`src/rtl/fmul_pkg.sv`:
```
package fmul_pkg;

  typedef enum logic [1:0] {
    RM_NEAR = 2'b00,
    RM_DOWN = 2'b01,
    RM_UP   = 2'b10,
    RM_ZERO = 2'b11
  } rmode_e;

  typedef struct packed {
    logic inexact;
    logic underflow;
    logic overflow;
    logic denormal;
    logic invalid;
  } fflags_t;

  localparam int FLAG_W = $bits(fflags_t);

endpackage

```
`src/rtl/fmul_rm_sel.sv`:
```
module fmul_rm_sel
  import fmul_pkg::*;
(
  input  logic [1:0] rm_static_i,
  input  logic       rm_static_vld_i,
  input  logic [1:0] rm_global_i,
  input  logic       src2_is_reg_i,
  output rmode_e     rm_o
);

  logic use_static;

  assign use_static = rm_static_vld_i & src2_is_reg_i;
  assign rm_o       = rmode_e'(use_static ? rm_static_i : rm_global_i);

endmodule

```
`src/rtl/fmul_lead_one.sv`:
```
module fmul_lead_one #(
  parameter int W = 48
) (
  input  logic [W-1:0]         vec_i,
  output logic [$clog2(W)-1:0] pos_o
);

  localparam int LW = $clog2(W);

  always_comb begin
    pos_o = '0;
    for (int i = 0; i < W; i++) begin
      if (vec_i[i]) pos_o = LW'(i);
    end
  end

endmodule

```
`src/rtl/fmul_core.sv`:
```
module fmul_core
  import fmul_pkg::*;
#(
  parameter int EXP_W  = 8,
  parameter int FRAC_W = 23
) (
  input  logic [EXP_W+FRAC_W:0] a_i,
  input  logic [EXP_W+FRAC_W:0] b_i,
  input  rmode_e                rm_i,
  output logic [EXP_W+FRAC_W:0] res_o,
  output fflags_t               flags_o
);

  localparam int MW   = FRAC_W + 1;
  localparam int PW   = 2 * MW;
  localparam int LW   = $clog2(PW);
  localparam int SW   = EXP_W + LW + 3;
  localparam int EMAX = (1 << EXP_W) - 1;
  localparam int BIAS = (1 << (EXP_W - 1)) - 1;
  localparam int W    = 1 + EXP_W + FRAC_W;

  localparam logic [W-1:0] DEF_NAN =
    {1'b0, {EXP_W{1'b1}}, 1'b1, {(FRAC_W-1){1'b0}}};

  // operand fields and classes
  logic              sa, sb, sr;
  logic [EXP_W-1:0]  ea, eb;
  logic [FRAC_W-1:0] fa, fb;
  logic a_nan, b_nan, a_snan, b_snan, a_inf, b_inf, a_zero, b_zero, a_den, b_den;

  assign {sa, ea, fa} = a_i;
  assign {sb, eb, fb} = b_i;
  assign sr     = sa ^ sb;
  assign a_nan  = (ea == '1) && (fa != '0);
  assign b_nan  = (eb == '1) && (fb != '0);
  assign a_snan = a_nan && !fa[FRAC_W-1];
  assign b_snan = b_nan && !fb[FRAC_W-1];
  assign a_inf  = (ea == '1) && (fa == '0);
  assign b_inf  = (eb == '1) && (fb == '0);
  assign a_zero = (ea == '0) && (fa == '0);
  assign b_zero = (eb == '0) && (fb == '0);
  assign a_den  = (ea == '0) && (fa != '0);
  assign b_den  = (eb == '0) && (fb != '0);

  // significand product
  logic [MW-1:0] ma, mb;
  logic [PW-1:0] prod;
  logic [LW-1:0] lpos;

  assign ma   = {|ea, fa};
  assign mb   = {|eb, fb};
  assign prod = {{MW{1'b0}}, ma} * {{MW{1'b0}}, mb};

  fmul_lead_one #(.W(PW)) u_lead (
    .vec_i (prod),
    .pos_o (lpos)
  );

  // exponent of the normalised product
  logic [SW-1:0] eae, ebe, be, rs;
  logic [LW-1:0] nshift;
  logic [PW-1:0] pn;
  logic          tiny;

  assign eae    = {{(SW-EXP_W){1'b0}}, (ea == '0) ? EXP_W'(1) : ea};
  assign ebe    = {{(SW-EXP_W){1'b0}}, (eb == '0) ? EXP_W'(1) : eb};
  assign be     = {{(SW-LW){1'b0}}, lpos} + eae + ebe - SW'(BIAS + 2 * FRAC_W);
  assign nshift = LW'(PW - 1) - lpos;
  assign pn     = prod << nshift;
  assign tiny   = be[SW-1] || (be == '0);
  assign rs     = SW'(1) - be;

  // denormal alignment, rounding, exponent adjust
  logic [PW-1:0] pd;
  logic          lost, grd, stk, inc, ovf, sat_inf;
  logic [MW-1:0] mrnd, mant;
  logic [MW:0]   msum;
  logic [SW-1:0] be_n, bef;

  always_comb begin
    pd   = pn;
    lost = 1'b0;
    be_n = be;
    if (tiny) begin
      be_n = SW'(1);
      if (rs >= SW'(PW)) begin
        pd   = '0;
        lost = |pn;
      end else begin
        pd   = pn >> rs;
        lost = |(pn << (SW'(PW) - rs));
      end
    end
    mrnd = pd[PW-1 -: MW];
    grd  = pd[PW-1-MW];
    stk  = (|pd[PW-2-MW:0]) | lost;
    unique case (rm_i)
      RM_NEAR: inc = grd & (stk | mrnd[0]);
      RM_DOWN: inc = (grd | stk) & sr;
      RM_UP:   inc = (grd | stk) & ~sr;
      default: inc = 1'b0;
    endcase
    msum = {1'b0, mrnd} + (MW+1)'(inc);
    if (msum[MW]) begin
      mant = msum[MW:1];
      bef  = be_n + SW'(1);
    end else begin
      mant = msum[MW-1:0];
      bef  = be_n;
    end
    ovf     = !bef[SW-1] && (bef >= SW'(EMAX));
    sat_inf = (rm_i == RM_NEAR) || ((rm_i == RM_DOWN) && sr) || ((rm_i == RM_UP) && !sr);
  end

  // special-case priority and final packing
  always_comb begin
    flags_o = '0;
    res_o   = '0;
    if (a_nan || b_nan) begin
      flags_o.invalid = a_snan | b_snan;
      if (a_nan) res_o = a_i | (W'(1) << (FRAC_W - 1));
      else       res_o = b_i | (W'(1) << (FRAC_W - 1));
    end else if ((a_inf && b_zero) || (a_zero && b_inf)) begin
      flags_o.invalid = 1'b1;
      res_o           = DEF_NAN;
    end else if (a_inf || b_inf) begin
      flags_o.denormal = a_den | b_den;
      res_o            = {sr, {EXP_W{1'b1}}, {FRAC_W{1'b0}}};
    end else if (a_zero || b_zero) begin
      flags_o.denormal = a_den | b_den;
      res_o            = {sr, {(W-1){1'b0}}};
    end else begin
      flags_o.denormal = a_den | b_den;
      flags_o.inexact  = grd | stk | ovf;
      flags_o.underflow = tiny & (grd | stk);
      flags_o.overflow = ovf;
      if (ovf) begin
        res_o = sat_inf ? {sr, {EXP_W{1'b1}}, {FRAC_W{1'b0}}}
                        : {sr, {(EXP_W-1){1'b1}}, 1'b0, {FRAC_W{1'b1}}};
      end else begin
        res_o = {sr, mant[MW-1] ? bef[EXP_W-1:0] : {EXP_W{1'b0}}, mant[FRAC_W-1:0]};
      end
    end
  end

endmodule

```
`src/rtl/fmul_lane_asm.sv`:
```
module fmul_lane_asm
  import fmul_pkg::*;
#(
  parameter int VLEN = 128,
  parameter int LANE = 32
) (
  input  logic            three_op_i,
  input  logic            mask_en_i,
  input  logic            mask_bit_i,
  input  logic            mask_zero_i,
  input  logic [VLEN-1:0] src1_i,
  input  logic [VLEN-1:0] dst_old_i,
  input  logic [LANE-1:0] prod_i,
  input  fflags_t         flags_i,
  output logic [VLEN-1:0] dst_o,
  output fflags_t         flags_o
);

  localparam int LANES = VLEN / LANE;

  logic lane_off;

  assign lane_off = three_op_i & mask_en_i & ~mask_bit_i;

  always_comb begin
    flags_o = flags_i;
    dst_o[LANE-1:0] = prod_i;
    if (lane_off) begin
      flags_o         = '0;
      dst_o[LANE-1:0] = mask_zero_i ? '0 : dst_old_i[LANE-1:0];
    end
  end

  for (genvar l = 1; l < LANES; l++) begin : g_upper
    assign dst_o[l*LANE +: LANE] = three_op_i ? src1_i[l*LANE +: LANE]
                                              : dst_old_i[l*LANE +: LANE];
  end

endmodule

```
`src/rtl/scalar_fmul_unit.sv`:
```
module scalar_fmul_unit
  import fmul_pkg::*;
#(
  parameter int VLEN   = 128,
  parameter int EXP_W  = 8,
  parameter int FRAC_W = 23
) (
  input  logic              clk,
  input  logic              rst_n,
  input  logic [VLEN-1:0]   src1_i,
  input  logic [VLEN-1:0]   src2_i,
  input  logic [VLEN-1:0]   dst_old_i,
  input  logic              three_op_i,
  input  logic              mask_en_i,
  input  logic              mask_bit_i,
  input  logic              mask_zero_i,
  input  logic [1:0]        rm_static_i,
  input  logic              rm_static_vld_i,
  input  logic [1:0]        rm_global_i,
  input  logic              src2_is_reg_i,
  output logic [VLEN-1:0]   dst_o,
  output logic [FLAG_W-1:0] flags_o
);

  localparam int LANE = 1 + EXP_W + FRAC_W;

  rmode_e          rm;
  logic [LANE-1:0] opa, prod;
  fflags_t         core_flags, flags_d;
  logic [VLEN-1:0] dst_d;

  fmul_rm_sel u_rm (
    .rm_static_i     (rm_static_i),
    .rm_static_vld_i (rm_static_vld_i),
    .rm_global_i     (rm_global_i),
    .src2_is_reg_i   (src2_is_reg_i),
    .rm_o            (rm)
  );

  assign opa = three_op_i ? src1_i[LANE-1:0] : dst_old_i[LANE-1:0];

  fmul_core #(.EXP_W(EXP_W), .FRAC_W(FRAC_W)) u_core (
    .a_i     (opa),
    .b_i     (src2_i[LANE-1:0]),
    .rm_i    (rm),
    .res_o   (prod),
    .flags_o (core_flags)
  );

  fmul_lane_asm #(.VLEN(VLEN), .LANE(LANE)) u_asm (
    .three_op_i  (three_op_i),
    .mask_en_i   (mask_en_i),
    .mask_bit_i  (mask_bit_i),
    .mask_zero_i (mask_zero_i),
    .src1_i      (src1_i),
    .dst_old_i   (dst_old_i),
    .prod_i      (prod),
    .flags_i     (core_flags),
    .dst_o       (dst_d),
    .flags_o     (flags_d)
  );

  always_ff @(posedge clk or negedge rst_n) begin
    if (!rst_n) begin
      dst_o   <= '0;
      flags_o <= '0;
    end else begin
      dst_o   <= dst_d;
      flags_o <= flags_d;
    end
  end

endmodule

```
`config.mk`:
```
export PLATFORM = sky130hd
export DESIGN_NAME = scalar_fmul_unit
export DESIGN_NICKNAME = d
export VERILOG_FILES = /design/src/rtl/fmul_pkg.sv /design/src/rtl/fmul_rm_sel.sv /design/src/rtl/fmul_lead_one.sv /design/src/rtl/fmul_core.sv /design/src/rtl/fmul_lane_asm.sv /design/src/rtl/scalar_fmul_unit.sv
export SDC_FILE = /design/constraint.sdc
export NUM_CORES = 2
export LEC_CHECK = 0
export ABC_AREA = 1
export BUFFER_PORTS_ARGS = -buffer_cell sky130_fd_sc_hd__buf_4
export CORE_ASPECT_RATIO = 1.75
export CORE_UTILIZATION = 50
export CTS_BUF_LIST = sky130_fd_sc_hd__clkbuf_4 sky130_fd_sc_hd__clkbuf_8
export DETAILED_ROUTE_END_ITERATION = 7
export PLACE_DENSITY = 0.7
export SLEW_MARGIN = 20
export SYNTH_ARGS = -nofsm -noshare
export SYNTH_HDL_FRONTEND = slang
export SYNTH_SLANG_ARGS = --single-unit
```
`constraint.sdc`:
```
create_clock -name clk -period 0.8 [get_ports clk]
set_clock_uncertainty 0.05 [all_clocks]
set_input_delay 0.24 -clock clk [delete_from_list [all_inputs] [get_ports clk]]
set_output_delay 0.24 -clock clk [all_outputs]
set_load 0.05 [all_outputs]
```
==> impl_metrics.yaml <==
status:
  status: "finished, violations left"
  violations: "DRC, setup timing"
cts:
  cts.clk_slew.worst_paths_ps: 100
  cts_made_buffers: 17
  clock-sinks: 133
  ctsLongestPathBuffers: 2
  h-tree-depth: 4
  tritoncts: "yes"
  clockRootBuffer: "clkbuf_8"
yosys:
  synthCells: 5382
  async_flop_share_pct: 100.0
  synth.area.top_cells: "fa_1, nand2_1, nand3_1, dfrtp_1, inv_1"
  yosysUniqueCellTypes: 70
  synth_warnings: 0
  ys_ff_latch: 133
  synth.avg_cell_area_sq_um: 6.660
  yosysSeqAreaShare_pct: 9.285
  synth_edf_count: 0
  yosysTopAreaCell: "fa_1"
  netlist.area_leader.share_pct: 27.03
  synth_common_cells: "nand2_1, inv_1, nand3_1"
  synth_nets: 6469
  synth.most_common_cell: "nand2_1"
  syn_area_sq_mm: 0.03584
  ys.flop_type: "dfrtp_1"
routing:
  viasPerCell: 5.943
  drtIter0Drc: 5259
  drt-wirelength-per-cell_um: 25.00
  drtAntennaViolNets: 0
  vias: 46450
  drt_first_pass_iters: 8
  drc: 51
  wirelength_um: 195300
timing:
  rsz0062_at_grt: "yes"
  slew_headroom_pct: 38.65
  max_freq_mhz: 58.67
  finalHoldViolCount: 0
  setup_viol: 262
  drv_slew: 0
  tightest_slew_ps: 908.3
  period_minus_slack_ps: 17040
  setup_ws_ps: -16240
  period_share_pct: 2131
worst_setup_path:
  cp-end-kind: "register"
  crit_required_ps: 1200
  cp_slowest_cell: "fa_1"
  critical_path_class: "in2reg"
  cp-start-kind: "input pin"
  crit_arrival_ps: 17450
  cp_max_fo: 8
  critPathMaxStageDelay_ps: 580
grt:
  antenna_found_initial: 25
  grt_max_degree: 88
  grt-ovfl-total: 0
  gr-usage-all-layers_pct: 51.14
  grt_first_pass_wirelength_um: 273600
  grt_pass1_vias: 46690
layout:
  drive_gt1_share_pct: 30.98
  num-fill-cells: 5512
  synthToLayoutAreaGrowth_pct: 48.09
  stdcell_area_sq_mm: 0.05308
  nNetsFinal: 7949
place:
  port_buffers: 432
  dp_hpwl_um: 141000
  gp_congestion: 1.106
  dpl-instance-area_sq_mm: 0.04786
worst_hold_path:
  hold_end: "dst_o[4]"
  hp-start: "dst_old_i[4]"
  min_path_cells: 4
  hp-class: "in2reg"
floorplan:
  core_region_area_sq_mm: 0.07086
  row_count: 129
  die-area_sq_mm: 0.07281
  start_util_pct: 50.59
  die_h_um: 356.2
  dieWidth_um: 204.4
  ios: 529
run:
  drv_cap: 0
[registers in the layout, summed over array words and instances (netlist names)]
signal   flops
dst_o      128
flags_o      5
[through the flow]
step           setup TNS [ps]  hold slack [ps]  worst slack, ps  utilization, %  cells
3_5_place_dp          -662670            189.1           -16010           67.54   7480
4_1_cts               -593840            2.619           -14640           72.69   7754
3_3_place_gp          -656400            188.7           -15950           67.54   7480
6_report              -655380            16.92           -16240           74.91   7815
2_1_floorplan         -521940           -105.6           -14320               -   5382
5_1_grt               -684390            20.85           -16970           74.86   7799
[metal layers]
metal,track usage [%],share of wire [%],vias up
met5,0,0.13,-
met4,55.91,14,22
met3,15.09,11,1721
met2,85.23,46,3383
met1,47.43,29,21620
li1,-,-,19700
[layout by cell type (no fill, tap or decap), types with 21 or more instances in the layout]
| cell type | count |
|---|---|
| dfrtp_2 | 131 |
| a22oi_1 | 25 |
| xor2_1 | 35 |
| o21ai_0 | 75 |
| diode_2 | 23 |
| buf_6 | 161 |
| nor2_1 | 434 |
| fa_1 | 476 |
| inv_2 | 45 |
| xnor2_1 | 22 |
| nand2_1 | 1494 |
| buf_12 | 60 |
| o21ai_2 | 29 |
| nor3_1 | 23 |
| inv_1 | 801 |
| a21oi_2 | 21 |
| nor2_2 | 26 |
| dlygate4sd3_1 | 215 |
| or2_2 | 50 |
| nand4_1 | 59 |
| ha_1 | 183 |
| a21oi_1 | 56 |
| nand2_2 | 79 |
| nand3_2 | 34 |
| o21ai_1 | 35 |
| nand3_1 | 690 |
| buf_4 | 1270 |
[logic make-up after synthesis]
group / synth area share [%]
simple gates: 35.68
buf+inv: 12.46
fa+ha+maj: 34.26
compound gates: 6.192
flops: 9.285
xor+xnor: 2.018
mux: 0.1117
[worst max path at each step]
stage	start	endpoint	depth (start not counted)
after floorplan	three_op_i	dst_o[12]	109
after global placement	three_op_i	dst_o[3]	119
after detailed placement	three_op_i	dst_o[3]	102
after CTS	three_op_i	dst_o[29]	110
after global routing	three_op_i	dst_o[21]	124
final	three_op_i	dst_o[21]	115
[what timing repair did]
item,in CTS,in global routing
setup buffers,24,36
cloned,4,3
gates resized for setup,217,312
hold buffers,214,1
endpoints found under the hold margin,251,1
endpoints found under the setup margin,259,263
pin swaps,94,126
[layout make-up]
cell class / count / area (sq um) / share of cell area (%)
clock inverters: 15 / 209.0 / 0.3936
flip-flops and latches: 133 / 3492 / 6.579
repair buffers: 1717 / 14900 / 28.07
well taps: 917 / 1147 / 2.161
diodes: 23 / 57.56 / 0.1084
inverters: 877 / 3338 / 6.289
clock buffers: 17 / 234.0 / 0.4408
multi-input cells: 4116 / 29710 / 55.96
[worst max-delay path: cells and delay by family]
kind	cells	cell delay (ps)
AND/OR/NAND/NOR	54	5790
adder cells (fa/ha/maj)	13	4420
buffers and inverters	27	3640
AO/OA/AOI/OAI	18	2650
XOR/XNOR	3	610
Power is left out: the tool's default activity adds up to more than one toggle a clock period on the data nets, which glitch-free logic cannot reach.
